==> config.mk <==
export PLATFORM = sky130hd
export DESIGN_NAME = owire_rom_master
export DESIGN_NICKNAME = d
export VERILOG_FILES = /design/src/rtl/owire_pkg.sv /design/src/rtl/owire_sync.sv /design/src/rtl/owire_timer.sv /design/src/rtl/owire_rx_shift.sv /design/src/rtl/owire_rom_master.sv
export SDC_FILE = /design/constraint.sdc
export NUM_CORES = 1
export LEC_CHECK = 0
export ABC_CLOCK_PERIOD_IN_PS = 2400
export BUFFER_PORTS_ARGS = -buffer_cell sky130_fd_sc_hd__buf_2
export CAP_MARGIN = 10
export CORE_MARGIN = 3
export CORE_UTILIZATION = 40
export DETAILED_ROUTE_END_ITERATION = 7
export MAX_ROUTING_LAYER = met4
export PLACE_DENSITY = 0.65
export SLEW_MARGIN = 30
export SYNTH_ARGS = -nofsm -noshare
export SYNTH_HDL_FRONTEND = slang
export SYNTH_SLANG_ARGS = --single-unit
==> constraint.sdc <==
create_clock -name clk -period 2.4 [get_ports clk]
set_input_delay 0.36 -clock clk [delete_from_list [all_inputs] [get_ports clk]]
set_output_delay 0.36 -clock clk [all_outputs]
set_load 0.05 [all_outputs]
==> src/rtl/owire_pkg.sv <==
package owire_pkg;

  typedef enum logic [3:0] {
    ST_IDLE,
    ST_RST_LOW,
    ST_PRES_WAIT,
    ST_RST_REC,
    ST_WR_LOW,
    ST_WR_REC,
    ST_RD_LOW,
    ST_RD_WAIT,
    ST_RD_REC
  } ow_state_t;

  // Bus timing in microseconds.
  localparam int unsigned T_RST_LOW_US   = 480;
  localparam int unsigned T_PRES_US      = 70;
  localparam int unsigned T_RST_REC_US   = 410;
  localparam int unsigned T_SLOT_US      = 65;
  localparam int unsigned T_W0_LOW_US    = 60;
  localparam int unsigned T_W1_LOW_US    = 2;
  localparam int unsigned T_RD_LOW_US    = 2;
  localparam int unsigned T_RD_SAMPLE_US = 12;

endpackage

==> src/rtl/owire_sync.sv <==
module owire_sync #(
  parameter int unsigned STAGES = 2
) (
  input  logic clk,
  input  logic rst_n,
  input  logic d_i,
  output logic q_o
);
  logic [STAGES-1:0] sh_q;

  // The line idles high, so the chain resets to ones.
  always_ff @(posedge clk or negedge rst_n) begin
    if (!rst_n) sh_q <= '1;
    else        sh_q <= {sh_q[STAGES-2:0], d_i};
  end

  assign q_o = sh_q[STAGES-1];
endmodule

==> src/rtl/owire_timer.sv <==
module owire_timer #(
  parameter int unsigned CW = 16
) (
  input  logic          clk,
  input  logic          rst_n,
  input  logic          load_i,
  input  logic [CW-1:0] val_i,
  output logic          zero_o
);
  logic [CW-1:0] cnt_q;

  always_ff @(posedge clk or negedge rst_n) begin
    if (!rst_n)          cnt_q <= '0;
    else if (load_i)     cnt_q <= val_i;
    else if (cnt_q != '0) cnt_q <= cnt_q - 1'b1;
  end

  assign zero_o = (cnt_q == '0);

  // an expired timer stays expired until it is reloaded.
  a_r4_timer_rest: assert property (@(posedge clk) disable iff (!rst_n)
    (zero_o && !load_i) |=> zero_o);
endmodule

==> src/rtl/owire_rx_shift.sv <==
module owire_rx_shift #(
  parameter int unsigned NBITS = 64
) (
  input  logic             clk,
  input  logic             rst_n,
  input  logic             clr_i,
  input  logic             shift_i,
  input  logic             bit_i,
  output logic [NBITS-1:0] word_o
);
  logic [NBITS-1:0] word_q;

  // Bits arrive least significant first: each new bit enters at the top.
  always_ff @(posedge clk or negedge rst_n) begin
    if (!rst_n)       word_q <= '0;
    else if (clr_i)   word_q <= '0;
    else if (shift_i) word_q <= {bit_i, word_q[NBITS-1:1]};
  end

  assign word_o = word_q;

  // a captured bit lands in the top position.
  a_r5_shift_top: assert property (@(posedge clk) disable iff (!rst_n)
    (shift_i && !clr_i) |=> (word_o[NBITS-1] == $past(bit_i)));
  a_r5_clear: assert property (@(posedge clk) disable iff (!rst_n)
    clr_i |=> (word_o == '0));
endmodule

==> src/rtl/owire_rom_master.sv <==
module owire_rom_master
  import owire_pkg::*;
#(
  parameter int unsigned CLKS_PER_US = 50,
  parameter int unsigned CMD_W       = 8,
  parameter int unsigned FAM_W       = 8,
  parameter int unsigned SER_W       = 48,
  parameter int unsigned CHK_W       = 8
) (
  input  logic             clk,
  input  logic             rst_n,
  input  logic             start_i,
  input  logic [CMD_W-1:0] cmd_i,
  input  logic             bus_in_i,
  output logic             bus_drive_low_o,
  output logic             busy_o,
  output logic             done_o,
  output logic             no_presence_o,
  output logic [FAM_W-1:0] family_o,
  output logic [SER_W-1:0] serial_o,
  output logic [CHK_W-1:0] check_o
);
  localparam int unsigned ROM_W = FAM_W + SER_W + CHK_W;
  localparam int unsigned CW    = $clog2(T_RST_LOW_US * CLKS_PER_US + 1);
  localparam int unsigned BCW   = $clog2(ROM_W);
  localparam int unsigned RW    = CW + 1;

  function automatic logic [CW-1:0] us2cyc(input int unsigned us);
    return CW'(us * CLKS_PER_US - 1);
  endfunction

  function automatic logic [CW-1:0] wr_low(input logic b);
    return b ? us2cyc(T_W1_LOW_US) : us2cyc(T_W0_LOW_US);
  endfunction

  function automatic logic [CW-1:0] wr_rec(input logic b);
    return b ? us2cyc(T_SLOT_US - T_W1_LOW_US) : us2cyc(T_SLOT_US - T_W0_LOW_US);
  endfunction

  ow_state_t        state_q, nxt;
  logic [CMD_W-1:0] cmd_q;
  logic [BCW-1:0]   bit_cnt_q;
  logic             bus_s, tmr_zero;
  logic             tmr_load;
  logic [CW-1:0]    tmr_val;
  logic             rx_clr, rx_shift, cmd_shift, bit_inc, bit_clr;
  logic             fin, miss;
  logic             drv_q, done_q, np_q;
  logic [ROM_W-1:0] rx_word;
  logic [FAM_W-1:0] fam_q;
  logic [SER_W-1:0] ser_q;
  logic [CHK_W-1:0] chk_q;

  owire_sync #(.STAGES(2)) u_sync (
    .clk(clk), .rst_n(rst_n), .d_i(bus_in_i), .q_o(bus_s)
  );

  owire_timer #(.CW(CW)) u_tmr (
    .clk(clk), .rst_n(rst_n), .load_i(tmr_load), .val_i(tmr_val), .zero_o(tmr_zero)
  );

  owire_rx_shift #(.NBITS(ROM_W)) u_rx (
    .clk(clk), .rst_n(rst_n), .clr_i(rx_clr), .shift_i(rx_shift),
    .bit_i(bus_s), .word_o(rx_word)
  );

  always_comb begin
    nxt       = state_q;
    tmr_load  = 1'b0;
    tmr_val   = '0;
    rx_clr    = 1'b0;
    rx_shift  = 1'b0;
    cmd_shift = 1'b0;
    bit_inc   = 1'b0;
    bit_clr   = 1'b0;
    fin       = 1'b0;
    miss      = 1'b0;
    unique case (state_q)
      ST_IDLE: if (start_i) begin
        nxt = ST_RST_LOW; tmr_load = 1'b1; tmr_val = us2cyc(T_RST_LOW_US);
        rx_clr = 1'b1;
      end
      ST_RST_LOW: if (tmr_zero) begin
        nxt = ST_PRES_WAIT; tmr_load = 1'b1; tmr_val = us2cyc(T_PRES_US);
      end
      ST_PRES_WAIT: if (tmr_zero) begin
        if (!bus_s) begin
          nxt = ST_RST_REC; tmr_load = 1'b1; tmr_val = us2cyc(T_RST_REC_US);
        end else begin
          nxt = ST_IDLE; fin = 1'b1; miss = 1'b1;
        end
      end
      ST_RST_REC: if (tmr_zero) begin
        nxt = ST_WR_LOW; tmr_load = 1'b1; tmr_val = wr_low(cmd_q[0]); bit_clr = 1'b1;
      end
      ST_WR_LOW: if (tmr_zero) begin
        nxt = ST_WR_REC; tmr_load = 1'b1; tmr_val = wr_rec(cmd_q[0]);
      end
      ST_WR_REC: if (tmr_zero) begin
        cmd_shift = 1'b1; tmr_load = 1'b1;
        if (bit_cnt_q == BCW'(CMD_W - 1)) begin
          nxt = ST_RD_LOW; bit_clr = 1'b1; tmr_val = us2cyc(T_RD_LOW_US);
        end else begin
          nxt = ST_WR_LOW; bit_inc = 1'b1; tmr_val = wr_low(cmd_q[1]);
        end
      end
      ST_RD_LOW: if (tmr_zero) begin
        nxt = ST_RD_WAIT; tmr_load = 1'b1;
        tmr_val = us2cyc(T_RD_SAMPLE_US - T_RD_LOW_US);
      end
      ST_RD_WAIT: if (tmr_zero) begin
        nxt = ST_RD_REC; rx_shift = 1'b1; tmr_load = 1'b1;
        tmr_val = us2cyc(T_SLOT_US - T_RD_SAMPLE_US);
      end
      ST_RD_REC: if (tmr_zero) begin
        if (bit_cnt_q == BCW'(ROM_W - 1)) begin
          nxt = ST_IDLE; fin = 1'b1;
        end else begin
          nxt = ST_RD_LOW; bit_inc = 1'b1; tmr_load = 1'b1; tmr_val = us2cyc(T_RD_LOW_US);
        end
      end
      default: nxt = ST_IDLE;
    endcase
  end

  always_ff @(posedge clk or negedge rst_n) begin
    if (!rst_n) begin
      state_q   <= ST_IDLE;
      cmd_q     <= '0;
      bit_cnt_q <= '0;
      drv_q     <= 1'b0;
      done_q    <= 1'b0;
      np_q      <= 1'b0;
      fam_q     <= '0;
      ser_q     <= '0;
      chk_q     <= '0;
    end else begin
      state_q <= nxt;
      drv_q   <= (nxt == ST_RST_LOW) || (nxt == ST_WR_LOW) || (nxt == ST_RD_LOW);
      done_q  <= fin;
      if (state_q == ST_IDLE && start_i) cmd_q <= cmd_i;
      else if (cmd_shift)                cmd_q <= cmd_q >> 1;
      if (bit_clr)      bit_cnt_q <= '0;
      else if (bit_inc) bit_cnt_q <= bit_cnt_q + 1'b1;
      if (fin) np_q <= miss;
      if (fin && !miss) begin
        fam_q <= rx_word[FAM_W-1:0];
        ser_q <= rx_word[FAM_W +: SER_W];
        chk_q <= rx_word[ROM_W-1 -: CHK_W];
      end
    end
  end

  assign bus_drive_low_o = drv_q;
  assign busy_o          = (state_q != ST_IDLE);
  assign done_o          = done_q;
  assign no_presence_o   = np_q;
  assign family_o        = fam_q;
  assign serial_o        = ser_q;
  assign check_o         = chk_q;

  // Checker state: length of the current low run on the drive pin.
  logic [RW-1:0] run_q;
  always_ff @(posedge clk or negedge rst_n) begin
    if (!rst_n)               run_q <= '0;
    else if (!bus_drive_low_o) run_q <= '0;
    else if (run_q != '1)     run_q <= run_q + 1'b1;
  end

  a_r2_reset_len: assert property (@(posedge clk) disable iff (!rst_n)
    (state_q == ST_PRES_WAIT && $past(state_q) == ST_RST_LOW)
      |-> (run_q == RW'(T_RST_LOW_US * CLKS_PER_US)));
  a_r4_min_low: assert property (@(posedge clk) disable iff (!rst_n)
    $fell(bus_drive_low_o) |-> (run_q >= RW'(T_W1_LOW_US * CLKS_PER_US)));
  a_r2_drive_busy: assert property (@(posedge clk) disable iff (!rst_n)
    bus_drive_low_o |-> busy_o);
  a_r6_done_single: assert property (@(posedge clk) disable iff (!rst_n)
    done_o |=> !done_o);
  a_r6_done_idle: assert property (@(posedge clk) disable iff (!rst_n)
    done_o |-> !busy_o);
  a_r7_cmd_hold: assert property (@(posedge clk) disable iff (!rst_n)
    (busy_o && $past(busy_o) && !$past(cmd_shift)) |-> $stable(cmd_q));
  a_r6_result_hold: assert property (@(posedge clk) disable iff (!rst_n)
    !$past(done_o) && !done_o |-> ($stable(family_o) && $stable(serial_o) && $stable(check_o)));
endmodule

After elaboration in Yosys (flattened, before gate mapping). Cells that the tools add are included. Widths: inputs -> output; s select.

Bits in registers: 166. Bits of input ports: 12. Output and inout bits: 68. Logic and storage cells: 100.

Add/sub/neg operators: 2. Eq/ne operators: 13. Multiplexer cells: 59. Reduce and logical (&&, ||, !) cells: 14.

Operator list (count): $pmux 15 s9 (1); $mux 64 (2); $mux 12 (9); $mux 15 (5); $mux 4 (9); $pmux 4 s9 (1); $eq 4x3->1 const B (6); $mux 1 (18); $mux 8 (2); $logic_not 15->1 (1); $reduce_bool 15->1 (1); $sub 15x1->15 const B (1); $mux 7 (2); $mux 6 (2); $mux 9 (1); $eq 4x1->1 const B (2); $eq 4x2->1 const B (2); $reduce_bool 2->1 (4); $add 6x1->6 const B (1); $eq 6x3->1 const B (1); $eq 6x6->1 const B (1); $pmux 1 s2 (3); $reduce_or 6->1 (1); $eq 4x4->1 const B (1); other kinds (8) (11).

Depth between registers and ports, before layout.
Word-level depth: 7. Mapped depth: 10. Depth with buffers taken out: 7.

Hierarchy. A second synthesis with hierarchy kept.

Cells, all modules: 595. Area total of the unflattened synthesis: 7264.5 um^2.

By module, submodules not included: owire_rom_master (instances 1, cells each 297, area an instance 3723.6 um^2); owire_rx_shift (instances 1, cells each 206, area an instance 2611.3 um^2); owire_timer (instances 1, cells each 90, area an instance 877.1 um^2); owire_sync (instances 1, cells each 2, area an instance 52.6 um^2).

Worst setup path after synthesis. OpenSTA, ideal clock, no wires.

Path type: flip-flop to flip-flop. Start point: register u_tmr.cnt_q[11]. End point: register fam_q[0] (netlist: family_o[0]). Setup time: 0.125 ns. Arrival: 2.468 ns. Path slack: -0.193 ns. Stages on the path, launching flop included: 8. Clock period less this slack: 2.593 ns. Cells stage by stage: dfrtp_1 or4_4 or4_1 buf_6 nor3_2 buf_4 buf_6 mux2_2.

Longest elaborated chain between the ends: 5. Elaborated cells on any way between the ends: 7. Those cells by class: mux (4); reduce/logical (3).

RTL lines: start: declaration (line owire_timer.sv:10) `logic [CW-1:0] cnt_q;`; start signal: assignment (line owire_timer.sv:14) `else if (load_i) cnt_q <= val_i;`; start signal: assignment (line owire_timer.sv:15) `else if (cnt_q != '0) cnt_q <= cnt_q - 1'b1;`; $logic_not 15->1 * (line owire_timer.sv:18) `assign zero_o = (cnt_q == '0);`; $mux 1 (line owire_rom_master.sv:86) `ST_PRES_WAIT: if (tmr_zero) begin`; $mux 1 (line owire_rom_master.sv:78) `unique case (state_q)`; $logic_not 1->1 (line owire_rom_master.sv:146) `if (fin && !miss) begin`; $logic_and 1x1->1 * (line owire_rom_master.sv:146); end signal: assignment (line owire_rom_master.sv:147) `fam_q <= rx_word[FAM_W-1:0];`; end: declaration (line owire_rom_master.sv:50) `logic [FAM_W-1:0] fam_q;`.

Every way passes the cells marked *; elsewhere a longest branch is shown, timed or not. A chain may end at the register's enable or synchronous reset.

Final worst setup path.
Start point: register u_tmr.cnt_q[9]. End point: register fam_q[1] (netlist: family_o[1]).

The elaborated chain is that of the path after synthesis.

==> out/results.txt <==
Critical path class: reg2reg
TritonCTS Buffers: 17
Synth Instances: 679
Area delta synth->final: 34.6%
I/O pin count: 80
Final period util: 109%
Nets: 830
# Max-Cap Violations: 0
Seq cells post-synth: 166
CTS tree: done
Share of cells above drive strength 1: 46.4%
DR pass1 iterations: 5
VDD IR max: 0.000519 V
Clock Power Share: 40.9%
Vias in the first global route: 5470
Hold WC Path Type: in2reg
Initial antenna violation count: 0
Largest family of logic cells by synthesized area: simple AND/OR/NAND/NOR gates
Num Clock Sinks: 166
Power Total: 6.63 mW
Chip width: 142 µm
Reg clk slew, reported paths: 0.07 ns
RePlAce Congestion: 0.967
Synthesized area: 7410 µm²
Most frequent cells in the layout: 164 x dfrtp_1, 110 x nand2_1, 78 x buf_2, 53 x a21oi_2, 50 x buf_4
Violated checks: negative setup slack
GR Util All Layers: 18.5%
Multiplexer area fraction after synthesis: 11.4%
Ys flop type: dfrtp_1
P_sw: 1.73 mW
Max_slew headroom: 47.0%
Crit path required time: 2.72 ns
Wire per inst: 18.1 µm
Reg power frac: 48.1%
Core area: 18100 µm²
Status: complete, but fails checks
Most common cell after layout, fill and taps aside: dfrtp_1
Clock Skew: 0.0123 ns
Number of synthesized flops with an enable pin: 0
Max Clock Freq: 383 MHz
Root buf cell: clkbuf_16
Pre-CTS setup slack: -0.223 ns
Worst-margin pin slew: 0.787 ns
Unrepaired setup endpoints after global routing: true
Non-filler instance count after layout: 1058
Post-synthesis xor/xnor area fraction: 1.89%
Initial drt markers: 416
Remaining DRCs: 0
Final Routed Wirelength: 19.1 mm
Antenna Cells: 0
# setup viols final: 146
Final hold violations: 0
Pint: 4.90 mW
Drt via density: 5.36
Global-route wire length before repair: 28.9 mm
Cell Pwr Density: 665 nW/µm²
Shortest period the worst path allows: 2.61 ns
Post-synth ARST share: 100%
H-tree depth: 4
Netlist cell types: 59
Via count: 5672
Leakage: 4.85 nW
Synth Net Count: 693
PnR worst setup slack: -0.208 ns
Largest net degree at the start of global routing: 55
Post-route ant nets: 0
Area share of fa/ha/maj cells after synthesis: 0.338%
Synth warn: 0
CP endpoint kind: flop
Placed cell count: 996
Port bufs: 79
Final HPWL DP: 10.9 mm
Net Sw Frac: 26.1%
Die H: 142 µm
Slew Viols, Final: 0
Worst Setup Start Kind: flop
Compound-Gate Fraction of Synth Area: 11.5%
Simple-gate share of the synthesized area: 14.2%
Fillers: 1488
Gr ovfl total: 0
Initial Utilization: 40.9%
Longest Clk Path Bufs: 2
Worst-skew pair later-pin latency: 0.43 ns
Crit path DAT: 2.92 ns
# rows: 49
CP Max Fanout: 10
Seq/Total Area, Yosys: 56.1%
Syn Area/Cell: 10.9 µm²
Die ar.: 20200 µm²
Combinational share of power: 10.9%
[Yosys cell counts (6+ instances only)]
library cell | number | share of area (%)
xnor2_1 | 12 | 1.4
buf_6 | 18 | 2.7
nand3_1 | 14 | 0.95
a21oi_2 | 17 | 2.0
inv_1 | 7 | 0.35
nor4_1 | 6 | 0.51
clkbuf_1 | 22 | 1.1
a21oi_1 | 56 | 3.8
o211ai_1 | 9 | 0.91
nor2_1 | 19 | 0.96
mux2i_1 | 11 | 1.5
dfrtp_1 | 164 | 55
nor2b_1 | 6 | 0.51
nand2_1 | 155 | 7.9
o21ai_0 | 20 | 1.4
nor3_1 | 6 | 0.41
mux2_2 | 65 | 9.9
a31oi_1 | 6 | 0.51
[power groups by stage]
stage          clock, mW  sequential, mW  combinational (mW)
3_3_place_gp           0            3.21               0.641
2_1_floorplan          0            3.19               0.367
5_1_grt             2.89            3.22               0.809
4_1_cts             2.75            3.16               0.660
6_report            2.71            3.19               0.724
3_5_place_dp           0            3.20               0.656
[routing by layer]
| layer | wire length [µm] | track usage [%] |
|---|---|---|
| met1 | 8980 | 26.0 |
| met2 | 8890 | 26.5 |
| met3 | 771 | 3.73 |
| met4 | 470 | 6.87 |
| met5 | 0 | - |
[repair_timing]
item | in CTS | in global routing
cloned | 5 | 6
resized for setup | 40 | 151
buffers inserted | 13 | 11
setup endpoints to repair | 147 | 154
hold buffers | 1 | 0
hold endpoints to repair | 49 | 0
pin swaps | 2 | 72
[cell type report]
type                    instances  area [µm²]  area share (%)
clock buffers                  21         450            4.52
clock inverters                11         124            1.24
inverters                       8        30.0           0.301
multi-input cells             460        3550            35.6
flip-flops and latches        166        4160            41.7
well taps                     229         287            2.88
repair buffers                163        1370            13.8
[worst max-delay path, cell delays in order (launching register included)]
cell,delay (ns)
dfrtp_1,0.39
or4_4,0.54
or4_4,0.60
nor3_4,0.23
buf_6,0.18
clkbuf_16,0.20
mux2_2,0.34
[flip-flops by register name, indices dropped and copies added, names as in the netlist]
register         flops
serial_o            48
bus_drive_low_o      1
u_rx.word_o         64
bit_cnt_q            6
state_q              4
done_o               1
u_sync.sh_q          2
u_tmr.cnt_q         15
family_o             8
no_presence_o        1
check_o              8
cmd_q                8
[final timing paths]
check,from,end,slack (ns),cells after the start
max reg2reg,u_tmr.cnt_q[9],family_o[1],-0.21,6
min reg2reg,u_sync.sh_q[0],u_sync.sh_q[1],0.36,0
min in group asynchronous,rst_n,cmd_q[2],0.47,2
min,bus_in_i,u_sync.sh_q[0],0.03,1
max in group asynchronous,rst_n,u_tmr.cnt_q[6],1.24,3
max,u_tmr.cnt_q[9],family_o[1],-0.21,6
[cells by family (layout without fill, tap and decap cells)]
| logic type | count (synthesis) | count (layout) |
|---|---|---|
| and+or+nand+nor | 234 | 234 |
| DFF | 166 | 166 |
| AOI/OAI and AO/OA | 132 | 132 |
| muxes | 76 | 76 |
| buffers and inverters | 53 | 203 |
| xor gates and xnor gates | 16 | 16 |
| adders and majority gates | 2 | 2 |
[stage by stage]
stage / setup TNS [ns] / hold slack [ns] / utilization (%) / area (µm²)
CTS: -16.99 / 0.0112 / 51.5 / 9320
global route: -28.97 / 0.0158 / 55.1 / 9970
global placement: -17.67 / 0.348 / 46.1 / 8330
finish: -21.73 / 0.0290 / 55.1 / 9970
detailed placement: -21.41 / 0.351 / 46.1 / 8330
floorplan: -5.60 / 0.0644 / - / 7490
No activity file was read; power rests on OpenSTA's default activity.
